--- src/rtl/fcsr_pkg.sv ---
package fcsr_pkg;
  localparam int unsigned WORD_W  = 32;
  localparam int unsigned IDX_W   = 5;
  localparam int unsigned CAUSE_W = 6;
  localparam int unsigned EXC_W   = 5;
  localparam int unsigned NUM_CC  = 8;

  localparam int unsigned FLAG_LSB  = 2;
  localparam int unsigned ENA_LSB   = 7;
  localparam int unsigned CAUSE_LSB = 12;
  localparam int unsigned CC0_BIT   = 23;
  localparam int unsigned FS_BIT    = 24;
  localparam int unsigned CCN_BASE  = 24;
  localparam int unsigned UNIMPL    = 5;

  localparam logic [IDX_W-1:0] IX_IMPL = 5'd0;
  localparam logic [IDX_W-1:0] IX_CC   = 5'd25;
  localparam logic [IDX_W-1:0] IX_EXC  = 5'd26;
  localparam logic [IDX_W-1:0] IX_MODE = 5'd28;
  localparam logic [IDX_W-1:0] IX_ALL  = 5'd31;

  localparam logic [WORD_W-1:0] M_RSVD = 32'h007C_0000;
  localparam logic [WORD_W-1:0] M_EXC  = 32'h0003_F07C;  // cause + flags
  localparam logic [WORD_W-1:0] M_MODE = 32'h0000_0F83;  // enables + rounding
  localparam logic [WORD_W-1:0] M_KEEP = 32'hFE83_F07C;  // kept by a mode write

  // condition code n sits at bit 23 for n=0, else 24+n (hole at 24)
  function automatic int unsigned cc_pos(int unsigned n);
    return (n == 0) ? CC0_BIT : CCN_BASE + n;
  endfunction
endpackage

--- src/rtl/fcsr_rd_view.sv ---
module fcsr_rd_view
  import fcsr_pkg::*;
#(
  parameter int unsigned DATA_W = 64
) (
  input  logic [WORD_W-1:0] word_i,
  input  logic [WORD_W-1:0] impl_i,
  input  logic [IDX_W-1:0]  idx_i,
  output logic [DATA_W-1:0] data_o
);
  logic [NUM_CC-1:0] cc_pack;
  logic [WORD_W-1:0] view;

  for (genvar g = 0; g < NUM_CC; g++) begin : g_cc
    assign cc_pack[g] = word_i[cc_pos(g)];
  end

  always_comb begin
    view = '0;
    unique case (idx_i)
      IX_IMPL: view = impl_i;
      IX_CC:   view[NUM_CC-1:0] = cc_pack;
      IX_EXC:  view = word_i & M_EXC;
      IX_MODE: begin
        view    = word_i & M_MODE;
        view[2] = word_i[FS_BIT];
      end
      IX_ALL:  view = word_i & ~M_RSVD;
      default: view = '0;
    endcase
  end

  if (DATA_W > WORD_W) begin : g_sext
    assign data_o = {{(DATA_W-WORD_W){view[WORD_W-1]}}, view};
  end else begin : g_flat
    assign data_o = view[DATA_W-1:0];
  end
endmodule

--- src/rtl/fcsr_wr_merge.sv ---
module fcsr_wr_merge
  import fcsr_pkg::*;
(
  input  logic [WORD_W-1:0] word_i,
  input  logic [IDX_W-1:0]  idx_i,
  input  logic [WORD_W-1:0] data_i,
  input  logic              en_i,
  output logic [WORD_W-1:0] word_o,
  output logic              check_o
);
  logic [WORD_W-1:0] cc_spread;

  always_comb begin
    cc_spread = word_i;
    for (int i = 0; i < NUM_CC; i++) cc_spread[cc_pos(i)] = data_i[i];
  end

  always_comb begin
    word_o  = word_i;
    check_o = 1'b0;
    if (en_i) begin
      unique case (idx_i)
        IX_CC:  word_o = cc_spread;
        IX_EXC: begin
          word_o  = (word_i & ~M_EXC) | (data_i & M_EXC);
          check_o = 1'b1;
        end
        IX_MODE: begin
          word_o         = (word_i & M_KEEP) | (data_i & M_MODE);
          word_o[FS_BIT] = data_i[2];
          check_o        = 1'b1;
        end
        IX_ALL: begin
          word_o  = data_i & ~M_RSVD;
          check_o = 1'b1;
        end
        default: word_o = word_i;
      endcase
    end
  end
endmodule

--- src/rtl/fcsr_status_merge.sv ---
module fcsr_status_merge
  import fcsr_pkg::*;
(
  input  logic [WORD_W-1:0]  word_i,
  input  logic [CAUSE_W-1:0] cause_i,
  input  logic               en_i,
  output logic [WORD_W-1:0]  word_o
);
  always_comb begin
    word_o = word_i;
    if (en_i) begin
      word_o[CAUSE_LSB +: CAUSE_W] = cause_i;
      // unimplemented never becomes sticky
      word_o[FLAG_LSB +: EXC_W] = word_i[FLAG_LSB +: EXC_W] | cause_i[EXC_W-1:0];
    end
  end
endmodule

--- src/rtl/fcsr_trap_eval.sv ---
module fcsr_trap_eval
  import fcsr_pkg::*;
(
  input  logic [CAUSE_W-1:0] cause_i,
  input  logic [EXC_W-1:0]   ena_i,
  output logic               trap_o
);
  assign trap_o = (|(cause_i[EXC_W-1:0] & ena_i)) | cause_i[UNIMPL];
endmodule

--- src/rtl/fpu_ctl_regs.sv ---
module fpu_ctl_regs
  import fcsr_pkg::*;
#(
  parameter int unsigned DATA_W   = 64,
  parameter logic [31:0] IMPL_VAL = 32'h0000_0A11
) (
  input  logic               clk_i,
  input  logic               rst_ni,
  input  logic [IDX_W-1:0]   rd_idx_i,
  output logic [DATA_W-1:0]  rd_data_o,
  input  logic               wr_en_i,
  input  logic [IDX_W-1:0]   wr_idx_i,
  input  logic [WORD_W-1:0]  wr_data_i,
  input  logic               st_en_i,
  input  logic [CAUSE_W-1:0] st_cause_i,
  output logic               trap_o
);
  logic [WORD_W-1:0] word_q, wr_word, st_word;
  logic              wr_chk, trap_hit, trap_q;

  fcsr_wr_merge u_wr (
    .word_i (word_q),
    .idx_i  (wr_idx_i),
    .data_i (wr_data_i),
    .en_i   (wr_en_i),
    .word_o (wr_word),
    .check_o(wr_chk)
  );

  // status update layered on top of a same-cycle write
  fcsr_status_merge u_st (
    .word_i (wr_word),
    .cause_i(st_cause_i),
    .en_i   (st_en_i),
    .word_o (st_word)
  );

  fcsr_trap_eval u_trap (
    .cause_i(st_word[CAUSE_LSB +: CAUSE_W]),
    .ena_i  (st_word[ENA_LSB +: EXC_W]),
    .trap_o (trap_hit)
  );

  always_ff @(posedge clk_i or negedge rst_ni) begin
    if (!rst_ni) begin
      word_q <= '0;
      trap_q <= 1'b0;
    end else begin
      word_q <= st_word;
      trap_q <= (wr_chk | st_en_i) & trap_hit;
    end
  end

  fcsr_rd_view #(.DATA_W(DATA_W)) u_rd (
    .word_i(word_q),
    .impl_i(IMPL_VAL),
    .idx_i (rd_idx_i),
    .data_o(rd_data_o)
  );

  assign trap_o = trap_q;
endmodule

--- config.mk ---
export PLATFORM = sky130hd
export DESIGN_NAME = fpu_ctl_regs
export DESIGN_NICKNAME = d
export VERILOG_FILES = /design/src/rtl/fcsr_pkg.sv /design/src/rtl/fcsr_rd_view.sv /design/src/rtl/fcsr_wr_merge.sv /design/src/rtl/fcsr_status_merge.sv /design/src/rtl/fcsr_trap_eval.sv /design/src/rtl/fpu_ctl_regs.sv
export SDC_FILE = /design/constraint.sdc
export NUM_CORES = 1
export LEC_CHECK = 0
export BUFFER_PORTS_ARGS = -buffer_cell sky130_fd_sc_hd__buf_2
export CAP_MARGIN = 5
export CORE_MARGIN = 1
export CORE_UTILIZATION = 48
export DETAILED_ROUTE_END_ITERATION = 12
export PLACE_DENSITY = 0.9
export REMOVE_ABC_BUFFERS = 1
export SETUP_SLACK_MARGIN = 0.3
export SLEW_MARGIN = 40
export SYNTH_ARGS = -nofsm -noshare
export SYNTH_HDL_FRONTEND = slang
export SYNTH_HIERARCHICAL = 1
export SYNTH_SLANG_ARGS = --single-unit
--- constraint.sdc ---
create_clock -name clk_i -period 1.9 [get_ports clk_i]
set_input_delay 0.19 -clock clk_i [delete_from_list [all_inputs] [get_ports clk_i]]
set_output_delay 0.19 -clock clk_i [all_outputs]
set_load 0.02 [all_outputs]
* Word level (Yosys, flattened, before mapping) *
Index checks and enable logic that the tools add are counted.

word-level totals
  bits in registers = 33
  input bits = 52
  output and inout bits = 65
  word-level logic and storage cells = 35

cells by class
  equality and inequality tests = 8
  muxes and demuxes = 8
  bitwise operators = 8
  reduce and logical (&&, ||, !) cells = 7

operator list
  kind                number
  $pmux 32 s4         1
  $pmux 24 s4         1
  $eq 5x5->1 const B  8
  $pmux 8 s5          1
  $or 32x12->32       1
  $or 32x18->32       1
  $mux 18             1
  $mux 6              1
  $and 5x5->5         1
  $logic_not 5->1     1
  $mux 5              1
  $or 5x5->5          1
  $reduce_or 5->1     1
  $reduce_bool 4->1   1
  $reduce_and 3->1    1
  $reduce_bool 3->1   1
  $reduce_or 3->1     1
  $mux 1              2
  $or 1x1->1          2
  $reduce_and 2->1    1
  $and 1x1->1         1
  $not 1->1           1

* Logic depth before layout (Yosys ltp) *
  depth after elaboration = 8
  depth in mapped cells = 8
  depth with buffers taken out = 7

* By module *
Netlist, hierarchy kept.

by module, submodules not included
  module             instances  cells an instance  area an instance (um^2)  seq. area each (um^2)
  fpu_ctl_regs       1          36                 840.8                    825.8
  fcsr_rd_view       1          90                 699.4                    0.0
  fcsr_wr_merge      1          62                 646.9                    0.0
  fcsr_status_merge  1          33                 299.0                    0.0
  fcsr_trap_eval     1          4                  25.0                     0.0

* Least setup slack after synthesis *
Ideal clock, no wire load.

  kind = input to output
  start = in rd_idx_i[3]
  end = out rd_data_o[32]
  data arrival time = 1727 ps
  required time = 1710 ps
  setup slack = -17 ps
  stages on the path = 4
  path buffers = 1
  cells stage by stage = nand3_1 > nor2_1 > a22o_1 > buf_4

on the way
  word-level cells in the longest chain between the ends = 2
  elaborated cells on any way between the ends = 5
  those cells by class = eq/ne (3); mux (1); reduce/logical (1)

RTL lines
  item                                                  RTL line            RTL
  start, declared                                       fpu_ctl_regs.sv:9   input logic [IDX_W-1:0] rd_idx_i,
  $eq 5x5->1 / $logic_not 5->1 (equally long branches)  fcsr_rd_view.sv:20  unique case (idx_i)
  $pmux 24 s4 *                                         fcsr_rd_view.sv:20
  end, declared                                         fpu_ctl_regs.sv:10  output logic [DATA_W-1:0] rd_data_o,

Every way passes the cells marked *; elsewhere a longest branch is shown, timed or not.

* Worst setup path in the final report *
  start = in wr_idx_i[0]
  end = reg trap_q (netlist: trap_o)

on the way
  word-level cells in the longest chain between the ends = 8
  elaborated cells on any way between the ends = 15
  those cells by class = eq/ne (4); mux (5); bitwise (4); reduce/logical (2)

RTL lines
  item                  RTL line                 RTL
  start, declared       fpu_ctl_regs.sv:12       input logic [IDX_W-1:0] wr_idx_i,
  $eq 5x5->1            fcsr_wr_merge.sv:22      unique case (idx_i)
  $pmux 32 s4 *         fcsr_wr_merge.sv:22
  $mux 18 *             fcsr_wr_merge.sv:21      if (en_i) begin
  net wr_word[14]       fpu_ctl_regs.sv:18       logic [WORD_W-1:0] word_q, wr_word, st_word;
  $mux 6 *              fcsr_status_merge.sv:11  if (en_i) begin
  net st_word[14]       fpu_ctl_regs.sv:18
  $and 5x5->5 *         fcsr_trap_eval.sv:8      assign trap_o = (|(cause_i[EXC_W-1:0] & ena_i)) | cause_i[UNIMPL];
  $reduce_or 5->1 *     fcsr_trap_eval.sv:8
  $or 1x1->1 *          fcsr_trap_eval.sv:8
  net trap_hit          fpu_ctl_regs.sv:19       logic wr_chk, trap_hit, trap_q;
  $and 1x1->1 *         fpu_ctl_regs.sv:50       trap_q <= (wr_chk | st_en_i) & trap_hit;
  end signal, assigned  fpu_ctl_regs.sv:50
  end, declared         fpu_ctl_regs.sv:19

The timed path passes the listed nets; every way through them passes the cells marked *.
A chain may end at the register's enable or synchronous reset.

==> impl_metrics.env <==
export IMPL_grt_setup_unrepaired="yes"
export IMPL_grt_total_usage=0.214
export IMPL_p_leak_nw=1.58
export IMPL_drv_slew=0
export IMPL_fin_ws_ps=330
export IMPL_routed_via_count=1881
export IMPL_tightest_slew_ps=649
export IMPL_post_route_period_util=0.826
export IMPL_antenna_found_initial=0
export IMPL_cts_buffers=3
export IMPL_ios=117
export IMPL_die_y_um=71.5
export IMPL_hold_viol=0
export IMPL_cts_clk_slew_worst_paths_ps=100
export IMPL_htree_levels=1
export IMPL_tns_ps=0
export IMPL_clk_path_buf_depth=2
export IMPL_syn_instance_count=210
export IMPL_num_fill_cells=414
export IMPL_hold_depth=2
export IMPL_fin_crit_ps=1570
export IMPL_drt_iter0_drc=86
export IMPL_drt_total_wl_um=5470
export IMPL_skew_ps=1.40
export IMPL_placed_area_mm2=0.00268
export IMPL_syn_area_per_cell_um2=11.0
export IMPL_worst_ep_arrival_time_ps=1740
export IMPL_detailedPlace_worstSlack_ps=-44.0
export IMPL_rows=24
export IMPL_initial_core_util=0.514
export IMPL_max_freq_ghz=0.637
export IMPL_cts_sinks=28
export IMPL_final_area_mm2=0.00282
export IMPL_dp_hpwl_um=4270
export IMPL_drive_gt1_frac=0.551
export IMPL_post_cts_buffers=0
export IMPL_hp_class="in -> reg"
export IMPL_grt_pass1_wl_um=8500
export IMPL_worstRegToRegCells=5
export IMPL_routed_via_density=5.27
export IMPL_post_route_drc_count=0
export IMPL_whs_endpoint="word_q[3]$_DFF_PN0_"
export IMPL_slew_headroom=0.567
export IMPL_die_w_um=71.5
export IMPL_r2r_slack_ps=430
export IMPL_r2r_end="trap_o$_DFF_PN0_"
export IMPL_start_kind="input pin"
export IMPL_status="complete, no violations"
export IMPL_layout_nets=358
export IMPL_critical_path_class="in -> reg"
export IMPL_firstDrtPassIters=4
export IMPL_hp_start="st_cause_i[1]"
export IMPL_cp_required_ps=2070
export IMPL_gp_congestion=0.804
export IMPL_yosysWarnings=6
export IMPL_drv_cap=0
export IMPL_design_die_area_mm2=0.00511
export IMPL_syn2layout_area_growth_pct=21.9
export IMPL_grt_overflow=0
export IMPL_grt_max_degree=34
export IMPL_crit_path_start="wr_idx_i[0]"
export IMPL_cts_tree="done"
export IMPL_root_buffer="clkbuf_8"
export IMPL_port_buffers=106
export IMPL_end_kind="flop"
export IMPL_setup_violations=0
export IMPL_num_antenna_cells=0
export IMPL_grt_pass1_vias=1766
export IMPL_rr_startpoint="word_q[14]$_DFF_PN0_"
export IMPL_ir_worst_vdd_uv=324
export IMPL_antenna_left=0
export IMPL_core_area_mm2=0.00450
export IMPL_worst_path_max_fanout=8
export IMPL_cellPowerDensity_mw_per_mm2=602
export IMPL_clock_latency_ps=270
export IMPL_synth_area_mm2=0.00232
export IMPL_wl_per_cell_um=15.3
-- flip-flops by register name, indices dropped and copies added, names as in the netlist --
| register | cells |
|---|---|
| word_q | 27 |
| trap_o | 1 |
-- report_power, final --
group / switching, mW / total, mW / internal, mW / leakage [nW]
Sequential: 0.0643 / 0.758 / 0.694 / 0.331
Clock: 0.189 / 0.471 / 0.282 / 0.0357
Combinational: 0.225 / 0.472 / 0.248 / 1.22
-- cell type report --
| type | count | area (um^2) | share of cell area |
|---|---|---|---|
| Multi-Input combinational cell | 153 | 1320 | 0.466 |
| Sequential cell | 28 | 701 | 0.248 |
| Timing Repair Buffer | 118 | 664 | 0.235 |
| Tap cell | 52 | 65.1 | 0.0230 |
| Clock buffer | 3 | 41.3 | 0.0146 |
| Clock inverter | 1 | 30.0 | 0.0106 |
| Inverter | 2 | 7.51 | 0.00266 |
-- cell usage in the layout, fill, tap and decap left out, types with 2 or more instances in the layout --
master      n
buf_4       9
a22oi_2     2
clkbuf_8    3
buf_2     102
nor2_1      2
and2_1      6
and3_4      2
a221o_1     7
nand3_1     2
a22o_1     27
buf_6       5
nand2_1     3
mux2_4     23
conb_1     32
a21o_2      5
dfrtp_1    28
mux2_1      5
inv_1       2
mux2_2      4
and3_1     10
xnor2_1     2
-- how the worst max path moves through the flow --
stage                        to  slack, ps  cells past startpoint
2_1_floorplan     rd_data_o[31]      -3390                      3
4_1_cts        trap_o$_DFF_PN0_        310                      8
3_3_place_gp   trap_o$_DFF_PN0_          4                      8
6_report       trap_o$_DFF_PN0_        330                      8
5_1_grt        trap_o$_DFF_PN0_        280                      8
3_5_place_dp   trap_o$_DFF_PN0_        -40                      8
-- through the flow --
step | utilization | instances | power [mW] | hold WS (ps)
after floorplan | - | 183 | 1.04 | -106
after global placement | 0.595 | 352 | 1.19 | 232
after global routing | 0.627 | 357 | 1.78 | 153
final | 0.627 | 357 | 1.70 | 142
after CTS | 0.624 | 357 | 1.70 | 148
after detailed placement | 0.595 | 352 | 1.21 | 247
-- worst max-delay path, cell delays in order --
cell	delay [ps]
buf_6	110
xnor2_2	140
and3_4	300
mux2_4	320
mux2_4	280
a22oi_2	190
nand3_2	110
o21a_1	110
-- routing by layer --
metal	track usage	wire length (um)	vias to the layer above
met5	0	0	-
met4	0.0501	66	0
met3	0.0225	286	7
met2	0.420	2870	90
met1	0.248	2250	898
li1	-	-	886
-- repair_timing --
| action | 4_1_cts | 5_1_grt |
|---|---|---|
| setup endpoints to repair | 1 | 35 |
| gates resized for setup | 9 | 4 |
| pin swaps | 5 | 1 |
| hold buffers | 1 | 0 |
| hold endpoints to repair | 28 | 0 |
No activity file was read; power rests on OpenSTA's default activity.
